$ cat src/rtl/sar_seq_pkg.sv
package sar_seq_pkg;

   // Phase of the sequencer as seen by its sub-blocks
   typedef enum logic [1:0] {
      PH_IDLE   = 2'd0,
      PH_SETTLE = 2'd1,
      PH_STEP   = 2'd2
   } sar_phase_e;

endpackage

$ cat src/rtl/sar_seq_timer.sv
module sar_seq_timer
   import sar_seq_pkg::*;
#(
   parameter int FULL_BITS   = 10,
   parameter int FAST_BITS   = 8,
   parameter int FULL_CYCLES = 50,
   parameter int FAST_CYCLES = 24
) (
   input  logic                         clk,
   input  logic                         rst_n,
   input  logic                         launch_i,
   input  logic                         fast_i,
   input  logic                         run_en_i,
   output logic                         busy_o,
   output sar_phase_e                   phase_o,
   output logic                         finish_o,
   output logic [$clog2(FULL_BITS)-1:0] bit_pos_o
);

   localparam int CNT_W   = $clog2(FULL_CYCLES);
   localparam int POS_W   = $clog2(FULL_BITS);
   localparam int LO_BITS = FULL_BITS - FAST_BITS;

   localparam logic [CNT_W-1:0] PRE_FULL  = CNT_W'(FULL_CYCLES - 1);
   localparam logic [CNT_W-1:0] PRE_FAST  = CNT_W'(FAST_CYCLES - 1);
   localparam logic [CNT_W-1:0] BITS_FULL = CNT_W'(FULL_BITS);
   localparam logic [CNT_W-1:0] BITS_FAST = CNT_W'(FAST_BITS);
   localparam logic [POS_W-1:0] POS_OFS   = POS_W'(LO_BITS);

   logic [CNT_W-1:0] cnt_q;
   logic             busy_q;
   logic [CNT_W-1:0] preset;
   logic [CNT_W-1:0] nbits;
   logic             stepping;

   assign preset   = fast_i ? PRE_FAST  : PRE_FULL;
   assign nbits    = fast_i ? BITS_FAST : BITS_FULL;
   assign stepping = busy_q && (cnt_q < nbits);

   // Remaining-cycle counter: counts down to zero, the bit steps are the last nbits values
   always_ff @(posedge clk or negedge rst_n) begin
      if (!rst_n) begin
         busy_q <= 1'b0;
         cnt_q  <= '0;
      end else if (launch_i) begin
         busy_q <= 1'b1;
         cnt_q  <= preset;
      end else if (busy_q && run_en_i) begin
         if (cnt_q == '0) begin
            busy_q <= 1'b0;
         end else begin
            cnt_q <= cnt_q - 1'b1;
         end
      end
   end

   always_comb begin
      if (!busy_q) begin
         phase_o = PH_IDLE;
      end else if (stepping) begin
         phase_o = PH_STEP;
      end else begin
         phase_o = PH_SETTLE;
      end
   end

   // In fast mode the search runs over the upper bits of the DAC code
   assign bit_pos_o = POS_W'(cnt_q) + (fast_i ? POS_OFS : '0);
   assign finish_o  = busy_q && run_en_i && (cnt_q == '0);
   assign busy_o    = busy_q;

endmodule

$ cat src/rtl/sar_seq_search.sv
module sar_seq_search #(
   parameter int FULL_BITS = 10
) (
   input  logic                         clk,
   input  logic                         rst_n,
   input  logic                         clear_i,
   input  logic                         show_i,
   input  logic                         decide_i,
   input  logic [$clog2(FULL_BITS)-1:0] bit_pos_i,
   input  logic                         cmp_i,
   output logic [FULL_BITS-1:0]         trial_o,
   output logic [FULL_BITS-1:0]         acc_next_o
);

   localparam int POS_W = $clog2(FULL_BITS);

   logic [FULL_BITS-1:0] acc_q;
   logic [FULL_BITS-1:0] mask;

   // One-hot trial bit for the position under test
   for (genvar gi = 0; gi < FULL_BITS; gi++) begin : g_mask
      assign mask[gi] = show_i && (bit_pos_i == POS_W'(gi));
   end

   assign trial_o    = acc_q | mask;
   // Keep the trial bit only when the input is at or above the trial level
   assign acc_next_o = (decide_i && cmp_i) ? trial_o : acc_q;

   always_ff @(posedge clk or negedge rst_n) begin
      if (!rst_n) begin
         acc_q <= '0;
      end else if (clear_i) begin
         acc_q <= '0;
      end else if (decide_i) begin
         acc_q <= acc_next_o;
      end
   end

endmodule

$ cat src/rtl/sar_seq_result.sv
module sar_seq_result #(
   parameter int FULL_BITS = 10,
   parameter int FAST_BITS = 8
) (
   input  logic                           clk,
   input  logic                           rst_n,
   input  logic                           clear_i,
   input  logic                           finish_i,
   input  logic                           fast_i,
   input  logic [FULL_BITS-1:0]           code_i,
   output logic                           done_o,
   output logic [FAST_BITS-1:0]           hi_o,
   output logic [FULL_BITS-FAST_BITS-1:0] lo_o
);

   localparam int LO_BITS = FULL_BITS - FAST_BITS;

   always_ff @(posedge clk or negedge rst_n) begin
      if (!rst_n) begin
         done_o <= 1'b0;
         hi_o   <= '0;
      end else if (clear_i) begin
         done_o <= 1'b0;
      end else if (finish_i) begin
         done_o <= 1'b1;
         hi_o   <= code_i[FULL_BITS-1 -: FAST_BITS];
      end
   end

   // Low field is written by full-resolution conversions only
   if (LO_BITS > 0) begin : g_lo
      always_ff @(posedge clk or negedge rst_n) begin
         if (!rst_n) begin
            lo_o <= '0;
         end else if (finish_i && !fast_i) begin
            lo_o <= code_i[LO_BITS-1:0];
         end
      end
   end

endmodule

$ cat src/rtl/sar_adc_seq.sv
module sar_adc_seq
   import sar_seq_pkg::*;
#(
   parameter int FULL_BITS   = 10,
   parameter int FAST_BITS   = 8,
   parameter int CH_COUNT    = 8,
   parameter int FULL_CYCLES = 50,
   parameter int FAST_CYCLES = 24
) (
   input  logic                           clk,
   input  logic                           rst_n,
   input  logic                           start_i,
   input  logic [$clog2(CH_COUNT)-1:0]    chan_i,
   input  logic                           fast_i,
   input  logic                           idle_i,
   input  logic                           idle_pd_i,
   input  logic                           cmp_i,
   output logic [$clog2(CH_COUNT)-1:0]    mux_sel_o,
   output logic [FULL_BITS-1:0]           dac_code_o,
   output logic                           pwr_en_o,
   output logic                           busy_o,
   output logic                           done_o,
   output logic [FAST_BITS-1:0]           res_hi_o,
   output logic [FULL_BITS-FAST_BITS-1:0] res_lo_o
);

   localparam int CH_W    = $clog2(CH_COUNT);
   localparam int POS_W   = $clog2(FULL_BITS);
   localparam int LO_BITS = FULL_BITS - FAST_BITS;

   initial begin : g_param_chk
      assert (LO_BITS >= 1)
         else $error("fast resolution must be narrower than full resolution");
      assert (FULL_CYCLES > FULL_BITS && FAST_CYCLES > FAST_BITS)
         else $error("each mode needs at least one settling cycle");
      assert (FULL_CYCLES >= FAST_CYCLES)
         else $error("counter is sized from the full-mode cycle count");
      assert (CH_COUNT >= 2)
         else $error("multiplexer needs at least two inputs");
   end

   logic             run_en;
   logic             launch;
   logic             busy;
   logic             fast_q;
   logic             fast_eff;
   logic [CH_W-1:0]  chan_q;
   sar_phase_e       phase;
   logic             finish;
   logic [POS_W-1:0] bit_pos;
   logic             show;
   logic             decide;
   logic [FULL_BITS-1:0] trial;
   logic [FULL_BITS-1:0] acc_next;

   // Powered down only when idle and the power-down choice is set
   assign run_en   = !(idle_i && idle_pd_i);
   assign launch   = start_i && !busy && run_en;
   assign fast_eff = launch ? fast_i : fast_q;

   always_ff @(posedge clk or negedge rst_n) begin
      if (!rst_n) begin
         chan_q <= '0;
         fast_q <= 1'b0;
      end else if (launch) begin
         chan_q <= chan_i;
         fast_q <= fast_i;
      end
   end

   sar_seq_timer #(
      .FULL_BITS  (FULL_BITS),
      .FAST_BITS  (FAST_BITS),
      .FULL_CYCLES(FULL_CYCLES),
      .FAST_CYCLES(FAST_CYCLES)
   ) u_timer (
      .clk      (clk),
      .rst_n    (rst_n),
      .launch_i (launch),
      .fast_i   (fast_eff),
      .run_en_i (run_en),
      .busy_o   (busy),
      .phase_o  (phase),
      .finish_o (finish),
      .bit_pos_o(bit_pos)
   );

   assign show   = (phase == PH_STEP);
   assign decide = show && run_en;

   sar_seq_search #(
      .FULL_BITS(FULL_BITS)
   ) u_search (
      .clk       (clk),
      .rst_n     (rst_n),
      .clear_i   (launch),
      .show_i    (show),
      .decide_i  (decide),
      .bit_pos_i (bit_pos),
      .cmp_i     (cmp_i),
      .trial_o   (trial),
      .acc_next_o(acc_next)
   );

   sar_seq_result #(
      .FULL_BITS(FULL_BITS),
      .FAST_BITS(FAST_BITS)
   ) u_result (
      .clk     (clk),
      .rst_n   (rst_n),
      .clear_i (launch),
      .finish_i(finish),
      .fast_i  (fast_q),
      .code_i  (acc_next),
      .done_o  (done_o),
      .hi_o    (res_hi_o),
      .lo_o    (res_lo_o)
   );

   assign mux_sel_o  = chan_q;
   assign dac_code_o = trial;
   assign pwr_en_o   = run_en;
   assign busy_o     = busy;

endmodule

$ cat config.mk
export PLATFORM = sky130hd
export DESIGN_NAME = sar_adc_seq
export DESIGN_NICKNAME = d
export VERILOG_FILES = /design/src/rtl/sar_seq_pkg.sv /design/src/rtl/sar_seq_timer.sv /design/src/rtl/sar_seq_search.sv /design/src/rtl/sar_seq_result.sv /design/src/rtl/sar_adc_seq.sv
export SDC_FILE = /design/constraint.sdc
export NUM_CORES = 1
export LEC_CHECK = 0
export BUFFER_PORTS_ARGS = -buffer_cell sky130_fd_sc_hd__buf_2
export CAP_MARGIN = 20
export CORE_UTILIZATION = 57
export DETAILED_ROUTE_END_ITERATION = 6
export PLACE_DENSITY = 0.82
export REMOVE_ABC_BUFFERS = 1
export SETUP_SLACK_MARGIN = 0.15
export SYNTH_ARGS = -nofsm -noshare
export SYNTH_HDL_FRONTEND = slang
export SYNTH_SLANG_ARGS = --single-unit
$ cat constraint.sdc
create_clock -name clk -period 6.1 [get_ports clk]
set_clock_uncertainty 0.1 [all_clocks]
set_input_delay 0.305 -clock clk [delete_from_list [all_inputs] [get_ports clk]]
set_output_delay 0.305 -clock clk [all_outputs]
set_load 0.005 [all_outputs]
# Word-level counts from Yosys, hierarchy flattened
# Cells that the tools add are included.
dict set report word_totals {
  reg_bits 32
  elab_cells 72
}
dict set report op_classes {
  n_addsub 2
  order_cmp 1
  eq_ne 11
  muxes 17
  n_bitwise 2
  reduce_logical 31
}
# op count
set op_table {}
lappend op_table {{10-bit 2-to-1 mux} 3}
lappend op_table {{6-bit 2-to-1 mux} 4}
lappend op_table {{1-bit logical AND} 19}
lappend op_table {{4-bit by 3-bit == test with 1-bit output (second input constant)} 4}
lappend op_table {{10-bit bitwise OR} 1}
lappend op_table {{4-bit by 2-bit == test with 1-bit output (second input constant)} 2}
lappend op_table {{4-bit == test (second input constant)} 2}
lappend op_table {{2-bit 2-to-1 mux} 4}
lappend op_table {{2-bit nonzero test} 4}
lappend op_table {{6-bit logical NOT} 1}
lappend op_table {{6-bit less-than comparator} 1}
lappend op_table {{1-bit 2-to-1 mux} 6}
lappend op_table {{2-bit AND reduction} 3}
lappend op_table {{6-bit by 1-bit subtractor with 6-bit output (second input constant)} 1}
lappend op_table {{4-bit adder} 1}
lappend op_table {{4-bit by 1-bit == test with 1-bit output (second input constant)} 1}
lappend op_table {{4-bit logical NOT} 1}
lappend op_table {{1-bit logical NOT} 3}
lappend op_table {{2-bit == test (second input constant)} 1}
lappend op_table {{2-bit != test (second input constant)} 1}
lappend op_table {{1-bit NOT} 1}

# Depth between registers and ports, before layout
dict set report logic_depth {
  word_depth 15
  ltp_mapped 11
  ltp_nobuf 10
}

# Cells and area by module
# From an unflattened synthesis, not the netlist that was laid out.
dict set report unflattened {
  hier_cells 164
  area_unflattened_um2 1798.0
}
# module instances cells_each area_per_inst_um2
set modules_own_cells {}
lappend modules_own_cells {sar_seq_search 1 67 608.1}
lappend modules_own_cells {sar_seq_timer 1 58 526.8}
lappend modules_own_cells {sar_seq_result 1 26 459.2}
lappend modules_own_cells {sar_adc_seq 1 13 203.9}

# Worst setup path after synthesis
# Ideal clock, no wire load.
dict set report synth_path {
  path_type {register to output}
  from {register u_timer.busy_q (netlist: u_timer.busy_o)}
  to {output dac_code_o[0]}
  arrival_time_ps 2163
  t_required_ps 5695
  setup_slack_ps 3532
  stages_incl_launch_ff 11
  cell_sequence {dfrtp_1 buf_2 nand2b_1 o21ai_2 nand2_1 ha_1 ha_1 and3_1 a31o_2 buf_2 a31o_2}
}
dict set report synth_via {
  elab_chain_cells 12
}
# item line_no
set synth_rtl {}
lappend synth_rtl {{from (decl)} sar_seq_timer.sv:31} ;# logic busy_q;
lappend synth_rtl {{from (signal assigned)} sar_seq_timer.sv:43} ;# busy_q <= 1'b0;
lappend synth_rtl {{from (signal assigned)} sar_seq_timer.sv:46} ;# busy_q <= 1'b1;
lappend synth_rtl {{from (signal assigned)} sar_seq_timer.sv:50} ;# busy_q <= 1'b0;
lappend synth_rtl {{1-bit logical NOT} n/a}
lappend synth_rtl {{1-bit logical AND (2 in series)} sar_adc_seq.sv:58} ;# assign launch = start_i && !busy && run_en;
lappend synth_rtl {{1-bit 2-to-1 mux} n/a}
lappend synth_rtl {{2-bit 2-to-1 mux} sar_seq_timer.sv:37} ;# assign nbits = fast_i ? BITS_FAST : BITS_FULL;
lappend synth_rtl {{6-bit less-than comparator} sar_seq_timer.sv:38} ;# assign stepping = busy_q && (cnt_q < nbits);
lappend synth_rtl {{1-bit logical AND} sar_seq_timer.sv:38}
lappend synth_rtl {{2-bit 2-to-1 mux} sar_seq_timer.sv:60} ;# end else if (stepping) begin
lappend synth_rtl {{2-bit 2-to-1 mux} sar_seq_timer.sv:58} ;# if (!busy_q) begin
lappend synth_rtl {{2-bit == test} sar_adc_seq.sv:88} ;# assign show = (phase == PH_STEP);
lappend synth_rtl {{1-bit logical AND (*)} sar_seq_search.sv:22} ;# assign mask[gi] = show_i && (bit_pos_i == POS_W'(gi));
lappend synth_rtl {{10-bit bitwise OR (*)} sar_seq_search.sv:25} ;# assign trial_o = acc_q | mask;
lappend synth_rtl {{to (decl)} sar_adc_seq.sv:19} ;# output logic [FULL_BITS-1:0] dac_code_o,
# Every way passes the cells marked *; elsewhere a longest branch is shown, timed or not.

# Final worst setup path
# Same ends and word-level chain as after synthesis.

==> impl_metrics.ini <==
[worst_hold_path]
hp-class = input pin to flop
worstHoldStart = chan_i[0]
hold_end = mux_sel_o[0]
min_path_cells = 3

[sta]
maxSlewViolCount = 0
max_slew_margin = 0.478
whs_ns = 0.0402
hold_violations = 0
fin_crit_sh = 0.516
tightestPinTransition_ns = 0.778
fin_tns_setup_ns = 0
setup_viol = 0
fmax_mhz = 317
fin_crit_ns = 3.15
rsz0062_at_grt = false

[synth]
avgSynthCellArea_um2 = 9.20
synth_seq_cells = 32
async_flop_share = 1.00
synth_cell_type_count = 42
synth_seq_area_share = 0.492
synth_edf_count = 0
synthFlopType = dfrtp_1
syn-cell-area_um2 = 1630
synth_warnings = 0
syn_inst = 177

[floorplanning]
num_rows = 19
die_h_um = 55.5
die_area_um2 = 3080
pin_count = 36
start_util = 0.596
die_w_um = 55.5
coreArea_um2 = 2730

[worst_setup_path]
cp_cell_sequence = nand2b_1, o21ai_2, nand2_1, ha_1, ha_1, and3_1, a31o_2, a31o_2, buf_2
rrSetupSlack_ns = 3.38
reg2reg_from = u_timer.busy_o
critPathArrivalTime_ns = 2.74
endpoint_kind = output pin
cpLargestDelayFamily = compound AO/OA/AOI/OAI gates
cpPeakStageDelay_ns = 0.51
cp_slowest_cell = dfrtp_1
cp.required_ns = 5.69
start_kind = flop
worstSetupPathType = flop to output pin
critical_path.n_buffers_inverters = 1
rr_endpoint = u_result.lo_o[1]
ff2ff_path_depth = 9
crit_fanout = 17

[finish]
insertedDiodeCount = 0
areaGrowthSynthToFinish_pct = 16.2
final_nets = 226
drive_gt1_frac = 0.266
num-fill-cells = 222

[clock_network]
cts-root-buf = clkbuf_4
cts_buffers = 5
cts_tree = yes
clock_path_buffers = 2
htreeDepth = 2
cts.sinks = 32
clk_pin_slew_worst_paths_ns = 0.11
clk_latency_ns = 0.35

[placement]
dpl.hpwl_um = 2710
gp_congestion = 0.933
port-buffer-count = 35

[detailed_routing]
vias = 1466
vias_per_cell = 5.98
avgRoutedWirePerCell_um = 15.4
drc = 0
drt-pass1-iter-count = 4
wl_um = 3760
first_iter_violations = 73
ant_nets = 0

[job]
max_cap_violations = 0

[power_and_ir_drop]
powerDensity_nw_per_um2 = 511
p_leak_uw = 0.000988
ir_drop_uv = 416

[global_route]
grt_overflow = 0
grt_pass1_vias = 1404
grt_usage = 0.276
antenna_found_initial = 0
grt_max_degree = 33
grt_pass1_wl_um = 6490

[run_status]
status = finished, final reports clean
## worst register-to-register path, stage by stage (launching register included)
cell,delay [ns]
dfrtp_1,0.51
nand2b_1,0.22
o21ai_2,0.23
nand2_1,0.09
ha_1,0.19
ha_1,0.38
nor3_2,0.37
nand3_1,0.17
nand2b_1,0.21
a21oi_1,0.17
## how the worst max path moves through the flow
stage / slack [ns] / cells after the start / to / startpoint
final: 2.95 / 9 / dac_code_o[0] / u_timer.busy_o
after global routing: 2.76 / 9 / dac_code_o[8] / u_timer.busy_o
after CTS: 3.00 / 9 / dac_code_o[0] / u_timer.busy_o
after detailed placement: 3.34 / 11 / dac_code_o[0] / idle_pd_i
after global placement: 3.40 / 11 / dac_code_o[0] / idle_i
after floorplan: 3.69 / 8 / dac_code_o[0] / u_timer.busy_o
## Yosys cell counts (4+ instances only)
master | number | area share
nor2_1 | 24 | 0.055
a31oi_1 | 5 | 0.019
buf_2 | 5 | 0.015
inv_1 | 4 | 0.0092
a31o_2 | 6 | 0.032
nor2b_1 | 4 | 0.015
dfrtp_1 | 32 | 0.49
nor3_1 | 4 | 0.012
a21oi_1 | 11 | 0.034
nand3_1 | 5 | 0.015
nand2_1 | 29 | 0.067
o21ai_0 | 6 | 0.018
and3_1 | 4 | 0.015
## power breakdown
| group | switching [uW] | internal [uW] |
|---|---|---|
| sequential | 78.8 | 303 |
| clock | 77.1 | 85.4 |
| combinational | 239 | 184 |
## metrics by stage
stage | std cells | utilization | power [uW] | worst slack, ns | cell area, um2
floorplan | 170 | - | 648 | 3.69 | 1590
global placement | 236 | 0.659 | 781 | 3.40 | 1800
detailed placement | 236 | 0.659 | 802 | 3.34 | 1800
CTS | 245 | 0.692 | 965 | 3.00 | 1890
global route | 245 | 0.692 | 1040 | 2.76 | 1890
finish | 245 | 0.692 | 967 | 2.95 | 1890
## cells in the final DEF (no fill, tap or decap), types with 2 or more instances in the layout
master,instances
a31oi_1,5
nand2_1,29
nand2b_1,2
a41o_1,3
and3_1,4
and2_1,2
or3_1,2
o21ai_0,6
a21oi_1,11
nor3_2,2
nor2_1,24
xor2_1,2
nor2b_1,4
nand3_1,5
buf_2,35
dfrtp_1,32
a31o_2,6
ha_1,3
clkbuf_4,5
inv_1,4
nor3_1,4
## cell families after synthesis
family | synth area share
simple gates | 0.263
compound gates | 0.173
flops | 0.492
buf+inv | 0.0338
xor+xnor | 0.0161
fa+ha+maj | 0.0230
## sequential cells by signal, summed over array words and instances (netlist names)
register / count
u_result.lo_o: 2
u_timer.busy_o: 1
u_timer.cnt_q: 6
mux_sel_o: 3
u_search.acc_q: 10
fast_q: 1
u_result.hi_o: 8
u_result.done_o: 1
## area by class of cell
class,instances,area (um2),area share
clock inverter,3,42.5,0.0225
tap,31,38.8,0.0205
clock buffer,5,37.5,0.0198
multi-input combinational,134,773,0.408
sequential,32,801,0.423
inverter,4,15.0,0.00793
timing repair buffer,36,185,0.0978
## metal layers
metal	track usage	vias up	wire (um)	share of wire
met3	0.0726	12	289	0.077
met5	0	-	0	0
met4	0.129	0	100	0.027
met2	0.411	69	1780	0.47
met1	0.378	692	1590	0.42
li1	-	693	-	-
## timing repair
action | CTS | global route
setup buffers | 0 | 0
hold endpoints to repair | 32 | 0
hold buffers | 1 | 0
gates resized for setup | 0 | 0
Power figures use the tool's default switching activity.
